`src/rtl/pin_mux_pkg.sv`:
```
package pin_mux_pkg;
  typedef enum logic [1:0] {
    FN_GPO    = 2'd0,
    FN_STRB   = 2'd1,
    FN_ECLK_N = 2'd2,
    FN_CAL    = 2'd3
  } pin_fn_e;

  typedef struct packed {
    logic exp;
    logic dis;
    logic alt;
    logic cal_en;
  } pin_cfg_t;
endpackage

```
`src/rtl/strobe_phase_gen.sv`:
```
module strobe_phase_gen #(
  parameter int STW = 3
) (
  input  logic           clk_i,
  input  logic           rst_ni,
  input  logic [STW-1:0] stretch_i,
  output logic [1:0]     phase_o,
  output logic           bound_o,
  output logic           e_hi_o,
  output logic           last_per_o,
  output logic           stretched_o
);
  logic [1:0]     phase_q;
  logic [STW-1:0] left_q;
  logic           str_q;

  assign bound_o     = (phase_q == 2'd3);
  assign e_hi_o      = phase_q[1];
  assign last_per_o  = (left_q == '0);
  assign stretched_o = str_q;
  assign phase_o     = phase_q;

  always_ff @(posedge clk_i or negedge rst_ni) begin
    if (!rst_ni) begin
      phase_q <= 2'd0;
      left_q  <= '0;
      str_q   <= 1'b0;
    end else begin
      phase_q <= phase_q + 2'd1;
      if (bound_o) begin
        if (left_q == '0) begin
          // new bus cycle: take stretch for its whole span
          left_q <= stretch_i;
          str_q  <= |stretch_i;
        end else begin
          left_q <= left_q - 1'b1;
        end
      end
    end
  end


  phase_wrap_chk: assert property (@(posedge clk_i) disable iff (!rst_ni)
    (phase_q == 2'd3) |=> (phase_q == 2'd0));


  stretch_count_chk: assert property (@(posedge clk_i) disable iff (!rst_ni)
    (bound_o && left_q != '0) |=> (left_q == $past(left_q) - 1'b1));


  stretch_flag_hold_chk: assert property (@(posedge clk_i) disable iff (!rst_ni)
    !(bound_o && left_q == '0) |=> $stable(str_q));
endmodule

```
`src/rtl/slow_clk_div.sv`:
```
module slow_clk_div #(
  parameter int DW = 6
) (
  input  logic          clk_i,
  input  logic          rst_ni,
  input  logic [DW-1:0] ratio_i,
  output logic          slow_o
);
  localparam int HW = DW - 1;

  logic [HW-1:0] half;
  logic [HW-1:0] cnt_q;
  logic          div_q;
  logic          bypass;

  assign half   = ratio_i[DW-1:1];
  assign bypass = (half == '0);

  always_ff @(posedge clk_i or negedge rst_ni) begin
    if (!rst_ni) begin
      cnt_q <= '0;
      div_q <= 1'b0;
    end else if (bypass) begin
      cnt_q <= '0;
      div_q <= 1'b0;
    end else if (cnt_q >= half - 1'b1) begin
      cnt_q <= '0;
      div_q <= ~div_q;
    end else begin
      cnt_q <= cnt_q + 1'b1;
    end
  end

  assign slow_o = bypass ? clk_i : div_q;


  div_hold_chk: assert property (@(posedge clk_i) disable iff (!rst_ni)
    (!bypass && cnt_q < half - 1'b1) |=> $stable(div_q));


  div_bypass_chk: assert property (@(posedge clk_i) disable iff (!rst_ni)
    bypass |=> !div_q);
endmodule

```
`src/rtl/pin_fn_sel.sv`:
```
module pin_fn_sel
  import pin_mux_pkg::*;
(
  input  logic     clk_i,
  input  logic     rst_ni,
  input  logic     bound_i,
  input  pin_cfg_t cfg_i,
  output pin_fn_e  fn_o
);
  pin_cfg_t cfg_q;

  always_ff @(posedge clk_i or negedge rst_ni) begin
    if (!rst_ni)      cfg_q <= '0;
    else if (bound_i) cfg_q <= cfg_i;
  end

  // strobe variants outrank calibration, calibration outranks gpo
  always_comb begin
    if (cfg_q.exp && !cfg_q.dis) fn_o = cfg_q.alt ? FN_ECLK_N : FN_STRB;
    else if (cfg_q.cal_en)       fn_o = FN_CAL;
    else                         fn_o = FN_GPO;
  end


  cfg_hold_chk: assert property (@(posedge clk_i) disable iff (!rst_ni)
    !bound_i |=> $stable(cfg_q));
endmodule

```
`src/rtl/bus_strobe_pin_mux.sv`:
```
module bus_strobe_pin_mux
  import pin_mux_pkg::*;
#(
  parameter int STW = 3,
  parameter int DW  = 6
) (
  input  logic           clk_i,
  input  logic           rst_ni,
  input  logic           expanded_i,
  input  logic           strb_dis_i,
  input  logic           strb_alt_i,
  input  logic           cal_en_i,
  input  logic           gpo_i,
  input  logic [STW-1:0] stretch_i,
  input  logic [DW-1:0]  div_ratio_i,
  output logic           pin_o,
  output logic           slow_clk_o
);
  logic [1:0] phase;
  logic       bound, e_hi, last_per, stretched;
  logic       strb_n;
  pin_cfg_t   cfg;
  pin_fn_e    fn;

  strobe_phase_gen #(.STW(STW)) u_phase (
    .clk_i      (clk_i),
    .rst_ni     (rst_ni),
    .stretch_i  (stretch_i),
    .phase_o    (phase),
    .bound_o    (bound),
    .e_hi_o     (e_hi),
    .last_per_o (last_per),
    .stretched_o(stretched)
  );

  slow_clk_div #(.DW(DW)) u_div (
    .clk_i  (clk_i),
    .rst_ni (rst_ni),
    .ratio_i(div_ratio_i),
    .slow_o (slow_clk_o)
  );

  assign cfg = '{exp: expanded_i, dis: strb_dis_i, alt: strb_alt_i, cal_en: cal_en_i};

  pin_fn_sel u_sel (
    .clk_i  (clk_i),
    .rst_ni (rst_ni),
    .bound_i(bound),
    .cfg_i  (cfg),
    .fn_o   (fn)
  );

  // stretched cycles: last quarter of final period only
  assign strb_n = !(e_hi && last_per && (!stretched || phase == 2'd3));

  always_comb begin
    unique case (fn)
      FN_STRB:   pin_o = strb_n;
      FN_ECLK_N: pin_o = !e_hi;
      FN_CAL:    pin_o = slow_clk_o;
      default:   pin_o = gpo_i;
    endcase
  end


  strobe_idle_chk: assert property (@(posedge clk_i) disable iff (!rst_ni)
    (fn == FN_STRB && !e_hi) |-> pin_o);


  strobe_early_chk: assert property (@(posedge clk_i) disable iff (!rst_ni)
    (fn == FN_STRB && !last_per) |-> pin_o);


  eclk_inv_chk: assert property (@(posedge clk_i) disable iff (!rst_ni)
    (fn == FN_ECLK_N) |-> (pin_o == !e_hi));


  cal_route_chk: assert property (@(posedge clk_i) disable iff (!rst_ni)
    (fn == FN_CAL) |-> (pin_o == slow_clk_o));
endmodule

```
`config.mk`:
```
export PLATFORM = sky130hd
export DESIGN_NAME = bus_strobe_pin_mux
export DESIGN_NICKNAME = d
export VERILOG_FILES = /design/src/rtl/pin_mux_pkg.sv /design/src/rtl/strobe_phase_gen.sv /design/src/rtl/slow_clk_div.sv /design/src/rtl/pin_fn_sel.sv /design/src/rtl/bus_strobe_pin_mux.sv
export SDC_FILE = /design/constraint.sdc
export NUM_CORES = 1
export LEC_CHECK = 0
export CORE_MARGIN = 2
export CORE_UTILIZATION = 48
export DETAILED_ROUTE_END_ITERATION = 16
export MAX_ROUTING_LAYER = met4
export PLACE_DENSITY = 0.74
export SLEW_MARGIN = 15
export SYNTH_ARGS = -nofsm -noshare
export SYNTH_HDL_FRONTEND = slang
export SYNTH_SLANG_ARGS = --single-unit
```
`constraint.sdc`:
```
create_clock -name clk_i -period 2.7 [get_ports clk_i]
set_clock_uncertainty 0.15 [all_clocks]
set_input_delay 0.675 -clock clk_i [delete_from_list [all_inputs] [get_ports clk_i]]
set_output_delay 0.675 -clock clk_i [all_outputs]
set_load 0.03 [all_outputs]
```
==> metrics, run 1 <==
Netlist cell types 22; Data arrival, critical path 2.16 ns; sequential share of power 0.331; Setup crit end kind primary output; ranking of synthesized cells by area dfrtp_1 (42%), ha_1 (14%), mux2_2 (8.3%); global-route wire length before repair 3.788 mm; critical path class clk -> out; most used flip-flop cell after synthesis dfrtp_1; Worst-path clk slew roughly 0.09 ns; Multi-input gate area 558.0 um2; Die ar. 2359 um2; status finished with violations; hpwl dp 1.485 mm; Worst Hold Class reg -> reg; failing checks negative setup slack; clock share of power 0.295; antenna violations before repair 0; Critical R2R Launch u_div.cnt_q[2]$_DFF_PN0_; Gate Count Post-Synth 90; TritonCTS clock tree built; Congestion Overflow GR 0; Slew @ Worst Pin 0.6986 ns; die height 48.57 um; number of diodes 0; Yosys reg bits 16; Combinational Power Share 0.374; number of top-level pins 18; mapped cell area 953.4 um2; Synth async-reset ratio 1.000; Synth area leader dfrtp_1; placed cells 143; leakage 0.6577 nW; register area 400.4 um2; # DRC 0; via count 795; R2R Setup Slk between 0.9 and 1 ns; synth-to-layout area growth 45.80%; RSZ-0062 raised after global routing yes; EDFF count, synth 0; startpoint class of the critical path clock port; Final WS setup -0.2879 ns; r2r endpoint u_div.cnt_q[4]$_DFF_PN0_; port buffer count 16; maximum vdd ir drop 0.0006164 V; worst-path fanout max 2; Worst EP required around 1.9 ns; crit path launch clk_i; Synth Warn # 0; initial DRC count 5; Hold Buf Count CTS 0; via density per instance 5.032; Die X-Extent 48.57 um; worst-skew pair later-pin latency about 0.39 ns; Internal 0.7326 mW; P per Cell Area 808.8 nW/um2; Routed WL 2.278 mm; Hold Vio Cnt, Final 0; GP Congestion 0.7691; Pwr Total 1.124 mW; most frequent cells in the layout buf_4 (17), dfrtp_1 (16), ha_1 (9), clkdlybuf4s50_1 (9); Hold WS 0.2971 ns; Util after Layout 0.7233; Syn Area/Cell approximately 11 um2; Layout Cells excl Fill 158; Placement Rows 16; Switch Pwr 0.3917 mW; number of max-cap violations 0; Post-Syn Nets 117; Fillers ~150; post-synth top area share 0.4199; Slew Viols, Final 0; Detail Route Antenna Nets 0; Starting Density 0.4961; Relative slew margins 0.5328; mean routed wirelength per cell 14.42 um; largest net degree at the start of global routing 17; leading cell type in the layout, fill and taps excluded buf_4; fraction of layout cells with a size suffix above 1 0.3664; Core ar. 1922 um2; final setup fails 2; sequential share of the synthesized area 0.4199; vias in the first global route between 800 and 900; Reg2Reg Depth 5; Net Sw Frac 0.3484; Setup WS pre-CTS -0.8731 ns; # nets final 158; TritonRoute pass-1 iters 4; Worst Setup EP pin_o; Total GRT Usage 0.2296
[how the worst min path moves through the flow]
stage                                 startpoint                            to  slack, ns  cells past startpoint
CTS                 u_phase.phase_o[0]$_DFF_PN0_  u_phase.phase_o[0]$_DFF_PN0_       0.28                      1
global route        u_phase.phase_o[0]$_DFF_PN0_  u_phase.phase_o[0]$_DFF_PN0_       0.33                      1
detailed placement  u_phase.phase_o[0]$_DFF_PN0_  u_phase.phase_o[0]$_DFF_PN0_       0.27                      1
finish              u_phase.phase_o[0]$_DFF_PN0_  u_phase.phase_o[0]$_DFF_PN0_       0.30                      1
floorplan                                 rst_ni      u_div.cnt_q[0]$_DFF_PN0_       0.23                      0
global placement    u_phase.phase_o[0]$_DFF_PN0_  u_phase.phase_o[0]$_DFF_PN0_       0.26                      1
[timing repair]
| item | 4_1_cts | 5_1_grt |
|---|---|---|
| gates resized for setup | 29 | 10 |
| setup endpoints to repair | 8 | 8 |
| pin swaps | 2 | 5 |
| setup buffers | 4 | 2 |
[kinds of logic after synthesis]
logic type,share of synthesized area
multiplexers,0.1194
adder cells (fa/ha/maj),0.1444
AND/OR/NAND/NOR,0.1325
AO/OA/AOI/OAI,0.08924
buffers and inverters,0.03936
XOR/XNOR,0.05513
flip-flops,0.4199
[synth_stat cells (all sizes together) (3+ instances only)]
cell and count:
a21oi 6, a31oi 3, dfrtp 16, ha 11
inv 9, mux2 8, nand2 3, nand3 3
nor2 6, nor2b 3, nor3 3, o21ai 5
xnor2 3, xor2 3
[per-layer routing]
metal / GRT usage / vias to the layer above / wire length (um) / share of wire
met5: - / - / 0 / 0
met4: 0.1429 / 0 / 27 / 0.012
met3: 0.09568 / 4 / 69 / 0.030
met2: 0.3796 / 12 / 1214 / 0.53
met1: 0.2231 / 386 / 966 / 0.42
li1: - / 393 / - / -
[flip-flops by register name, summed over array words and instances, names as in the netlist]
name,cells
u_sel.cfg_q,4
u_phase.stretched_o,1
u_phase.phase_o,2
u_div.cnt_q,5
u_div.div_q,1
u_phase.left_q,3
[final cells by class]
type / count / area share
clock buffers: 12 / 0.08461
inverters: 9 / 0.02430
multi-input cells: 64 / 0.4014
flip-flops and latches: 16 / 0.2880
well taps: 27 / 0.02430
repair buffers: 30 / 0.1773
[worst max-delay path: stages]
cell	delay, ns
buf_8	0.10
mux2_4	0.26
buf_6	0.12
mux2i_4	0.13
o21ai_2	0.07
buf_6	0.14
[power by group through the flow]
stage / logic, mW / registers, mW / clock network [mW]
after global placement: 0.369 / 0.369 / 0.0509
after detailed placement: 0.396 / 0.371 / 0.0509
after global routing: 0.474 / 0.379 / 0.361
after floorplan: 0.264 / 0.359 / 0.0353
final: 0.421 / 0.372 / 0.331
after CTS: 0.411 / 0.370 / 0.320
[stage by stage]
stage / area [um2] / TNS [ns]
after CTS: 1359 / -0.6220
after floorplan: 957.2 / -0.09397
after detailed placement: 1230 / -3.998
final: 1390 / -0.5088
after global routing: 1390 / -0.5550
after global placement: 1230 / -3.241
No activity file was read; power rests on OpenSTA's default activity.
==> run 2: changes to the inputs <==
CORE_ASPECT_RATIO = 1.1   (was default)
CTS_CLUSTER_SIZE = 28   (was default)
==> metrics, run 2 (synthesized netlist as in run 1, its figures left out) <==
port buffer count 16; Total GRT Usage 0.2406; startpoint class of the critical path clock port; Worst EP required around 1.9 ns; leakage 0.6654 nW; Placement Rows 16; # nets final 158; Core ar. 1822 um2; leading cell type in the layout, fill and taps excluded buf_4; hold_sp u_phase.phase_o[0]$_DFF_PN0_; worst-skew pair later-pin latency 0.41 ns; biggest regs u_div.cnt_q (5), u_sel.cfg_q (4), u_phase.left_q (3); Setup WS pre-CTS -0.8118 ns; antenna violations before repair 0; initial DRC count 4; Congestion Overflow GR 0; Worst Hold Class reg -> reg; number of top-level pins 18; Starting Density 0.5234; Slew @ Worst Pin 0.7276 ns; largest net degree at the start of global routing 17; via density per instance 4.880; Die ar. 2359 um2; Relative slew margins 0.5134; Reg2Reg Depth 5; P per Cell Area 807.6 nW/um2; max reg flops 5; worst-path fanout max 2; mean routed wirelength per cell 13.39 um; final setup fails 2; Setup crit end kind primary output; Routed WL 2.116 mm; TritonCTS clock tree built; synth-to-layout area growth 46.98%; Final WS setup -0.3234 ns; die height 50.74 um; Critical R2R Launch u_div.cnt_q[4]$_DFF_PN0_; Data arrival, critical path 2.20 ns; WHS Endpoint u_phase.phase_o[0]$_DFF_PN0_; most frequent cells in the layout buf_4 (17), dfrtp_1 (16), ha_1 (9), clkdlybuf4s50_1 (9), inv_1 (7); hold path cells 1; Hold Vio Cnt, Final 0; critical path class clk -> out; Slew Viols, Final 0; TritonRoute pass-1 iters 4; GP Congestion just under 0.8; global-route wire length before repair 3.663 mm; failing checks negative setup slack; Layout Cells excl Fill 158; placed cells around 140; Hold Buf Count CTS 0; r2r endpoint u_div.div_q$_DFFE_PN0P_; placed cell area ~1200 um2; Detail Route Antenna Nets 0; Die X-Extent between 40 and 50 um; R2R Setup Slk 0.97 ns; Worst-path clk slew 0.10 ns; number of max-cap violations 0; via count 771; vias in the first global route about 900; status finished with violations; # DRC 0; number of diodes 0; maximum vdd ir drop 0.0005851 V; hpwl dp 1.416 mm; Largest Register u_div.cnt_q; fraction of layout cells with a size suffix above 1 0.3664; Finished Cell Area 1401 um2; RSZ-0062 raised after global routing yes
==> run 2: worst max path at each step <==
stage | from | endpoint | slack, ns | depth (start not counted)
2_1_floorplan | clk_i | pin_o | -0.09 | 3
3_3_place_gp | div_ratio_i[1] | pin_o | -0.78 | 8
3_5_place_dp | div_ratio_i[1] | pin_o | -0.81 | 8
4_1_cts | clk_i | pin_o | -0.38 | 6
5_1_grt | clk_i | pin_o | -0.35 | 6
6_report | clk_i | pin_o | -0.32 | 6
==> run 2: final cells by class <==
cell class,count,area (um2)
multi-input combinational,64,563.0
fill,126,420.4
sequential,16,400.4
timing repair buffer,30,252.7
clock buffer,12,117.6
inverter,9,33.78
tap,27,33.78
==> run 2: routing by layer <==
metal	wire, um	track usage	part of all wire
met3	82	0.1043	0.039
met2	1052	0.3380	0.50
met4	50	0.1952	0.024
met1	930	0.2528	0.44
met5	0	-	0
==> run 2: metrics by stage <==
step	setup TNS [ns]	hold WS, ns	power (mW)	util
floorplan	-0.09397	0.2294	0.6582	-
global placement	-3.230	0.2746	0.7919	0.6751
detailed placement	-3.535	0.2908	0.8172	0.6751
CTS	-0.6291	0.3051	1.107	0.7576
global route	-0.5952	0.3316	1.237	0.7692
finish	-0.5459	0.3043	1.132	0.7692
==> run 2: report_power, final <==
part           internal, mW  switching (mW)
clock network         0.199           0.137
logic                 0.228           0.199
registers             0.311          0.0572
total                 0.738           0.394
==> run 2: critical path: stages <==
cell and delay (ns):
buf_8 0.10, mux2_4 0.26, buf_6 0.11, mux2i_2 0.16
o21ai_2 0.08, buf_6 0.14
==> run 2: repair_timing <==
item                       in CTS  in global routing
setup endpoints to repair       2                  8
gates resized for setup        30                 11
buffers inserted                7                  1
pin swaps                       8                  6
gates cloned                    0                  0
